File: config.mk
export PLATFORM = sky130hd
export DESIGN_NAME = exc_sysctl_regs
export DESIGN_NICKNAME = d
export VERILOG_FILES = /design/src/rtl/exc_regs_pkg.sv /design/src/rtl/exc_addr_decode.sv /design/src/rtl/exc_prio_bank.sv /design/src/rtl/exc_state.sv /design/src/rtl/exc_sysctl_regs.sv
export SDC_FILE = /design/constraint.sdc
export NUM_CORES = 1
export LEC_CHECK = 0
export BUFFER_PORTS_ARGS = -buffer_cell sky130_fd_sc_hd__buf_2
export CORE_AREA = 2 2 135 137
export CTS_CLUSTER_SIZE = 25
export DETAILED_ROUTE_END_ITERATION = 16
export DIE_AREA = 0 0 137 139
export PLACE_DENSITY = 0.78
export SLEW_MARGIN = 30
export SYNTH_ARGS = -nofsm -noshare
export SYNTH_HDL_FRONTEND = slang
export SYNTH_SLANG_ARGS = --single-unit
File: constraint.sdc
create_clock -name clk -period 5.3 [get_ports clk]
set_input_delay 1.06 -clock clk [delete_from_list [all_inputs] [get_ports clk]]
set_output_delay 1.06 -clock clk [all_outputs]
set_load 0.005 [all_outputs]
File: src/rtl/exc_regs_pkg.sv
package exc_regs_pkg;

    typedef enum logic {
        ST_IDLE,
        ST_RESP
    } port_state_e;

    typedef enum logic [3:0] {
        SEL_NONE,
        SEL_TYPE,
        SEL_CTRL_STATE,
        SEL_VEC_BASE,
        SEL_RESET_CTL,
        SEL_PRIO0,
        SEL_PRIO1,
        SEL_PRIO2,
        SEL_HANDLER
    } reg_sel_e;

    localparam logic [31:0] OFF_TYPE       = 32'h0000_0004;
    localparam logic [31:0] OFF_CTRL_STATE = 32'h0000_0D04;
    localparam logic [31:0] OFF_VEC_BASE   = 32'h0000_0D08;
    localparam logic [31:0] OFF_RESET_CTL  = 32'h0000_0D0C;
    localparam logic [31:0] OFF_PRIO0      = 32'h0000_0D18;
    localparam logic [31:0] OFF_PRIO1      = 32'h0000_0D1C;
    localparam logic [31:0] OFF_PRIO2      = 32'h0000_0D20;
    localparam logic [31:0] OFF_HANDLER    = 32'h0000_0D24;

    localparam int EXC_NMI   = 2;
    localparam int EXC_MEM   = 4;
    localparam int EXC_BUS   = 5;
    localparam int EXC_USAGE = 6;
    localparam int EXC_SVC   = 11;
    localparam int EXC_DEBUG = 12;
    localparam int EXC_SVREQ = 14;
    localparam int EXC_TICK  = 15;

    localparam logic [15:0] PEND_MASK = 16'hC874;
    localparam logic [15:0] ACT_MASK  = 16'hD870;

    localparam logic [15:0] RESET_KEY      = 16'h05FA;
    localparam logic [31:0] RESET_CTL_READ = 32'h0FA0_5000;
    localparam logic [31:0] VEC_BASE_MASK  = 32'hFFFF_FF80;

endpackage

File: src/rtl/exc_addr_decode.sv
module exc_addr_decode
    import exc_regs_pkg::*;
#(
    parameter int ADDR_W = 12
) (
    input  logic [ADDR_W-1:0] addr,
    output reg_sel_e          sel
);
    logic [31:0] addr_ext;

    always_comb begin
        addr_ext = 32'(addr);
        unique case (addr_ext)
            OFF_TYPE:       sel = SEL_TYPE;
            OFF_CTRL_STATE: sel = SEL_CTRL_STATE;
            OFF_VEC_BASE:   sel = SEL_VEC_BASE;
            OFF_RESET_CTL:  sel = SEL_RESET_CTL;
            OFF_PRIO0:      sel = SEL_PRIO0;
            OFF_PRIO1:      sel = SEL_PRIO1;
            OFF_PRIO2:      sel = SEL_PRIO2;
            OFF_HANDLER:    sel = SEL_HANDLER;
            default:        sel = SEL_NONE;
        endcase
    end
endmodule

File: src/rtl/exc_prio_bank.sv
module exc_prio_bank #(
    parameter int NUM_WORDS = 3,
    parameter int WORD_W    = 32
) (
    input  logic                        clk,
    input  logic                        rst_n,
    input  logic [NUM_WORDS-1:0]        wr_en,
    input  logic [WORD_W-1:0]           wdata,
    output logic [NUM_WORDS*WORD_W-1:0] words_o
);
    for (genvar w = 0; w < NUM_WORDS; w++) begin : g_word
        logic [WORD_W-1:0] word_q;

        always_ff @(posedge clk) begin
            if (!rst_n) begin
                word_q <= '0;
            end else if (wr_en[w]) begin
                word_q <= wdata;
            end
        end

        assign words_o[w*WORD_W +: WORD_W] = word_q;
    end
endmodule

File: src/rtl/exc_state.sv
module exc_state
    import exc_regs_pkg::*;
(
    input  logic        clk,
    input  logic        rst_n,
    input  logic [15:0] sw_set,
    input  logic [15:0] sw_clr,
    input  logic [15:0] hw_set,
    input  logic [15:0] hw_enter,
    input  logic [15:0] hw_exit,
    input  logic        en_wr,
    input  logic [2:0]  en_wdata,
    output logic [15:0] pend_o,
    output logic [15:0] act_o,
    output logic [2:0]  en_o
);
    logic [15:0] pend_q, act_q, pend_d, act_d;
    logic [2:0]  en_q;

    always_comb begin
        pend_d = pend_q & ~hw_enter & ~sw_clr;
        pend_d = (pend_d | hw_set | sw_set) & PEND_MASK;
        act_d  = ((act_q & ~hw_exit) | hw_enter) & ACT_MASK;
    end

    always_ff @(posedge clk) begin
        if (!rst_n) begin
            pend_q <= '0;
            act_q  <= '0;
            en_q   <= '0;
        end else begin
            pend_q <= pend_d;
            act_q  <= act_d;
            if (en_wr) begin
                en_q <= en_wdata;
            end
        end
    end

    assign pend_o = pend_q;
    assign act_o  = act_q;
    assign en_o   = en_q;
endmodule

File: src/rtl/exc_sysctl_regs.sv
module exc_sysctl_regs
    import exc_regs_pkg::*;
#(
    parameter int NUM_LINES = 96,
    parameter int ADDR_W    = 12,
    parameter int VEC_W     = 9
) (
    input  logic                clk,
    input  logic                rst_n,
    input  logic                req_valid,
    input  logic                req_write,
    input  logic [ADDR_W-1:0]   req_addr,
    input  logic [31:0]         req_wdata,
    output logic                req_ready,
    output logic                rsp_valid,
    output logic [31:0]         rsp_rdata,
    output logic                rsp_err,
    input  logic [VEC_W-1:0]    prio_active_vec,
    input  logic [VEC_W-1:0]    prio_pending_vec,
    input  logic                prio_ext_pending,
    input  logic                prio_ret_base,
    input  logic [15:0]         hw_pend_set,
    input  logic [15:0]         hw_enter,
    input  logic [15:0]         hw_exit,
    output logic [15:0]         pend_o,
    output logic [15:0]         active_o,
    output logic [2:0]          fault_en_o,
    output logic [31:0]         vec_base_o,
    output logic [95:0]         prio_o,
    output logic [15:0]         sw_set_o,
    output logic [15:0]         sw_clr_o,
    output logic                sysreset_req_o
);
    localparam int          PRIO_WORDS = 3;
    localparam logic [31:0] TYPE_VALUE = 32'(NUM_LINES / 32 - 1);
    localparam int          PVEC_LSB   = 12;

    port_state_e state_q, state_d;
    reg_sel_e    sel;
    logic        accept, wr;
    logic [15:0] sw_set_c, sw_clr_c;
    logic [31:0] vec_base_q, rdata_c, ctrl_word, handler_word;
    logic [PRIO_WORDS-1:0] prio_wr;
    logic        reset_hit;

    exc_addr_decode #(.ADDR_W(ADDR_W)) u_dec (
        .addr (req_addr),
        .sel  (sel)
    );

    assign accept = (state_q == ST_IDLE) && req_valid;
    assign wr     = accept && req_write;

    // state register
    always_comb begin
        state_d = state_q;
        unique case (state_q)
            ST_IDLE: if (req_valid) state_d = ST_RESP;   // ACCEPT
            ST_RESP: state_d = ST_IDLE;                  // RETIRE
            default: state_d = ST_IDLE;
        endcase
    end

    always_ff @(posedge clk) begin
        if (!rst_n) state_q <= ST_IDLE;
        else        state_q <= state_d;
    end

    assign req_ready = (state_q == ST_IDLE);
    assign rsp_valid = (state_q == ST_RESP);

    // software set/clear of pending flags, set wins over clear
    always_comb begin
        sw_set_c = '0;
        sw_clr_c = '0;
        if (wr && sel == SEL_CTRL_STATE) begin
            sw_set_c[EXC_NMI]   = req_wdata[31];
            sw_set_c[EXC_SVREQ] = req_wdata[28];
            sw_clr_c[EXC_SVREQ] = req_wdata[27] && !req_wdata[28];
            sw_set_c[EXC_TICK]  = req_wdata[26];
            sw_clr_c[EXC_TICK]  = req_wdata[25] && !req_wdata[26];
        end
    end

    exc_state u_state (
        .clk      (clk),
        .rst_n    (rst_n),
        .sw_set   (sw_set_c),
        .sw_clr   (sw_clr_c),
        .hw_set   (hw_pend_set),
        .hw_enter (hw_enter),
        .hw_exit  (hw_exit),
        .en_wr    (wr && sel == SEL_HANDLER),
        .en_wdata (req_wdata[18:16]),
        .pend_o   (pend_o),
        .act_o    (active_o),
        .en_o     (fault_en_o)
    );

    assign prio_wr = {wr && sel == SEL_PRIO2, wr && sel == SEL_PRIO1, wr && sel == SEL_PRIO0};

    exc_prio_bank #(.NUM_WORDS(PRIO_WORDS), .WORD_W(32)) u_prio (
        .clk     (clk),
        .rst_n   (rst_n),
        .wr_en   (prio_wr),
        .wdata   (req_wdata),
        .words_o (prio_o)
    );

    always_ff @(posedge clk) begin
        if (!rst_n) begin
            vec_base_q <= '0;
        end else if (wr && sel == SEL_VEC_BASE) begin
            vec_base_q <= req_wdata & VEC_BASE_MASK;
        end
    end
    assign vec_base_o = vec_base_q;

    assign reset_hit = wr && sel == SEL_RESET_CTL && req_wdata[31:16] == RESET_KEY
                       && (req_wdata[0] || req_wdata[2]);

    // packed read views
    always_comb begin
        ctrl_word = '0;
        ctrl_word[VEC_W-1:0] = prio_active_vec;
        ctrl_word[11] = prio_ret_base;
        ctrl_word[PVEC_LSB +: VEC_W] = prio_pending_vec;
        ctrl_word[22] = prio_ext_pending;
        ctrl_word[26] = pend_o[EXC_TICK];
        ctrl_word[28] = pend_o[EXC_SVREQ];
        ctrl_word[31] = pend_o[EXC_NMI];

        handler_word = '0;
        handler_word[0]  = active_o[EXC_MEM];
        handler_word[1]  = active_o[EXC_BUS];
        handler_word[3]  = active_o[EXC_USAGE];
        handler_word[7]  = active_o[EXC_SVC];
        handler_word[8]  = active_o[EXC_DEBUG];
        handler_word[10] = active_o[EXC_SVREQ];
        handler_word[11] = active_o[EXC_TICK];
        handler_word[12] = pend_o[EXC_USAGE];
        handler_word[13] = pend_o[EXC_MEM];
        handler_word[14] = pend_o[EXC_BUS];
        handler_word[15] = pend_o[EXC_SVC];
        handler_word[18:16] = fault_en_o;
    end

    always_comb begin
        unique case (sel)
            SEL_TYPE:       rdata_c = TYPE_VALUE;
            SEL_CTRL_STATE: rdata_c = ctrl_word;
            SEL_VEC_BASE:   rdata_c = vec_base_q;
            SEL_RESET_CTL:  rdata_c = RESET_CTL_READ;
            SEL_PRIO0:      rdata_c = prio_o[31:0];
            SEL_PRIO1:      rdata_c = prio_o[63:32];
            SEL_PRIO2:      rdata_c = prio_o[95:64];
            SEL_HANDLER:    rdata_c = handler_word;
            default:        rdata_c = '0;
        endcase
    end

    // output register
    always_ff @(posedge clk) begin
        if (!rst_n) begin
            rsp_rdata      <= '0;
            rsp_err        <= 1'b0;
            sw_set_o       <= '0;
            sw_clr_o       <= '0;
            sysreset_req_o <= 1'b0;
        end else begin
            rsp_rdata      <= (accept && !req_write) ? rdata_c : '0;
            rsp_err        <= accept && sel == SEL_NONE;
            sw_set_o       <= sw_set_c;
            sw_clr_o       <= sw_clr_c;
            sysreset_req_o <= reset_hit;
        end
    end
endmodule

==> reports/qor.csv <==
metric;value;unit
detail_route.first_pass.iterations;8;
power_density;295;mW/mm^2
yosysTopAreaCell;dfxtp_1;
hp-class;reg -> reg;
rsz0062_at_grt;no;
async_reset_ff_share;0;%
synth_most_common_cell;dfxtp_1;
synth_flop_cell;dfxtp_1;
synthAdderAreaFrac;0;%
vdd_drop_max;212;uV
numCtsBuffers;17;
cp-start-kind;input port;
r2r-start;rsp_valid;
crit_fanout;25;
htree_levels;4;
cts_buffer_depth;2;
synth_seq_cells;178;
tightest_slew;976;ps
die_y;139;um
crit_type;in -> reg;
wirelength;29200;um
dieArea;0.0190;sq mm
clock_latency;430;ps
initial_core_util;45.3;%
synth_compound_area_share;24.3;%
final_util;55.7;%
antenna_found_initial;0;
cts_resized;0;
rows;49;
regArea;0.00356;sq mm
syn_avg_cell_area;8.36;sq um
period_share;65.0;%
critPathBufInv;1;
hold_viol;0;
yosysUniqueCellTypes;51;
grt_util_all_layers;29.4;%
synth_top_cell_area_share;44.6;%
areaGrowthSynthToFinish;23.0;%
ys_warn_count;0;
cp_cell_sequence;buf_2 -> or4_1 -> or4_2 -> o21ai_0 -> a21oi_1;
clock-root-buffer;clkbuf_16;
skew;7.00;ps
dpl.hpwl;19400;um
cts_tree;done;
hold_ws;468;ps
syn_area;0.00799;sq mm
synth_top_family_by_area;compound AO/OA/AOI/OAI gates;
fin_crit;3440;ps
tns;0;ps
drt-initial-drc-count;599;
finalSetupViolations;0;
slowest_delay;1150;ps
run_status;finished, final reports clean;
ant_nets;0;
fp.coreArea;0.0177;sq mm
synth-xor-area-share;0;%
cap_violations;0;
hold_path_end;u_prio.g_word[2].word_q[27];
arrival;3730;ps
min_from;u_prio.g_word[2].word_q[27];
maxSlewHeadroom;34.9;%
multiInputGateArea;0.00381;sq mm
fillers;1680;
fmax;290;MHz
vias_per_cell;5.83;
num_antenna_cells;0;
grt_pass1_vias;7418;
rrSetupSlack;2680;ps
synth_area_leaders;dfxtp_1 (45%), a21oi_1 (8.9%), nand3_1 (6.0%);
r2r_cells;5;
nets;1289;
synth-simple-area-share;17.1;%
yosysSeqAreaShare;44.6;%
grt_start_max_net_pins;100;
clk_pin_slew;70;ps
globalplace.congestion;0.863;
critical_path.slowest_cell;or4_2;
drive_above_1_share;28.6;%
cp.required;5590;ps
drcViolationCount;0;
synthCells;956;
synth_commonest_cells;dfxtp_1 (178), a21oi_1 (142), nand3_1 (96);
hold_depth;2;
post_cts_buffers;0;
cp_top_family;simple AND/OR/NAND/NOR gates;
rr_endpoint;u_prio.g_word[2].word_q[17];
synthMuxAreaShare;3.63;%
port_buffers;268;
crit_path_end_kind;flip-flop;
die_x;137;um
slew_viol_final;0;
io_pins;347;
cp-startpoint;req_addr[7];
grt_pass1_wl;43100;um
ctsHoldBuffers;0;
synth_edf_count;0;
cts.sinks;178;
via_count;8252;
p_leak;4.02;nW
routedWlPerCell;20.6;um
grt-ovfl-total;0;
==> state kept, by name, summed over array words and instances (netlist names) <==
name	flops
sysreset_req_o	1
u_state.en_o	3
sw_set_o	3
rsp_valid	1
u_state.act_o	7
u_state.pend_o	7
vec_base_o	25
rsp_err	1
sw_clr_o	2
u_prio.g_word.word_q	96
rsp_rdata	32
==> layout make-up <==
class | instances | area share [%]
Sequential cell | 178 | 36.2
Tap cell | 229 | 2.91
Clock inverter | 14 | 2.02
Multi-Input combinational cell | 676 | 38.8
Inverter | 14 | 0.585
Timing Repair Buffer | 286 | 15.1
Clock buffer | 18 | 4.37
==> placed cells by master (no fill, tap or decap), types with 4 or more instances in the layout <==
master       n
buf_2      268
dfxtp_1    178
a21oi_1    142
nand3_1     96
o21ai_0     91
nand2_1     88
conb_1      52
a22oi_1     30
mux2i_1     29
a211oi_1    20
clkbuf_16   17
buf_4       17
inv_1       13
nor2_1      12
o21ai_1     11
nand2b_1     8
o22ai_1      8
nor3_1       7
a311oi_1     7
inv_6        6
nor4_2       5
and2_1       5
a22o_1       5
nand4_1      5
or3_1        4
and3_1       4
bufinv_16    4
==> metrics by stage <==
stage	cell area (sq um)	cells	total power, W	setup slack, ps
4_1_cts	9810	1414	0.00290	1800
3_5_place_dp	9180	1382	0.00156	1360
3_3_place_gp	9180	1382	0.00156	1460
2_1_floorplan	8180	1007	0.00150	2430
5_1_grt	9830	1415	0.00298	1780
6_report	9830	1415	0.00290	1860
==> per-layer routing <==
layer  routed length, um  GRT usage [%]
met5                   0              0
met4                 928           11.2
met3                2750           7.13
met2               13800           46.5
met1               11700           38.6
==> worst max-delay path by stage <==
stage | slack, ps | to | cells after the start
after floorplan | 2430 | vec_base_o[11] | 7
after CTS | 1800 | vec_base_o[20] | 5
final | 1860 | vec_base_o[20] | 5
after global placement | 1460 | vec_base_o[29] | 5
after global routing | 1780 | vec_base_o[20] | 5
after detailed placement | 1360 | vec_base_o[20] | 5
==> cell families after synthesis <==
logic type,count (synthesis)
AOI/OAI and AO/OA,334
DFF,178
muxes,29
and+or+nand+nor,261
other,1
buffers and inverters,153
==> power breakdown <==
part / leakage (nW) / internal, W / switching (W)
logic: 2.28 / 0.0000525 / 0.000130
registers: 1.44 / 0.00134 / 0.00000729
clock network: 0.306 / 0.000798 / 0.000565
==> worst register-to-register path: cells and delay by family (launching register included) <==
kind	cells	cell delay, ps
AND/OR/NAND/NOR	3	1650
AO/OA/AOI/OAI	1	140
buffers and inverters	1	430
flip-flops	1	330
(Power assumes the default switching activity.)
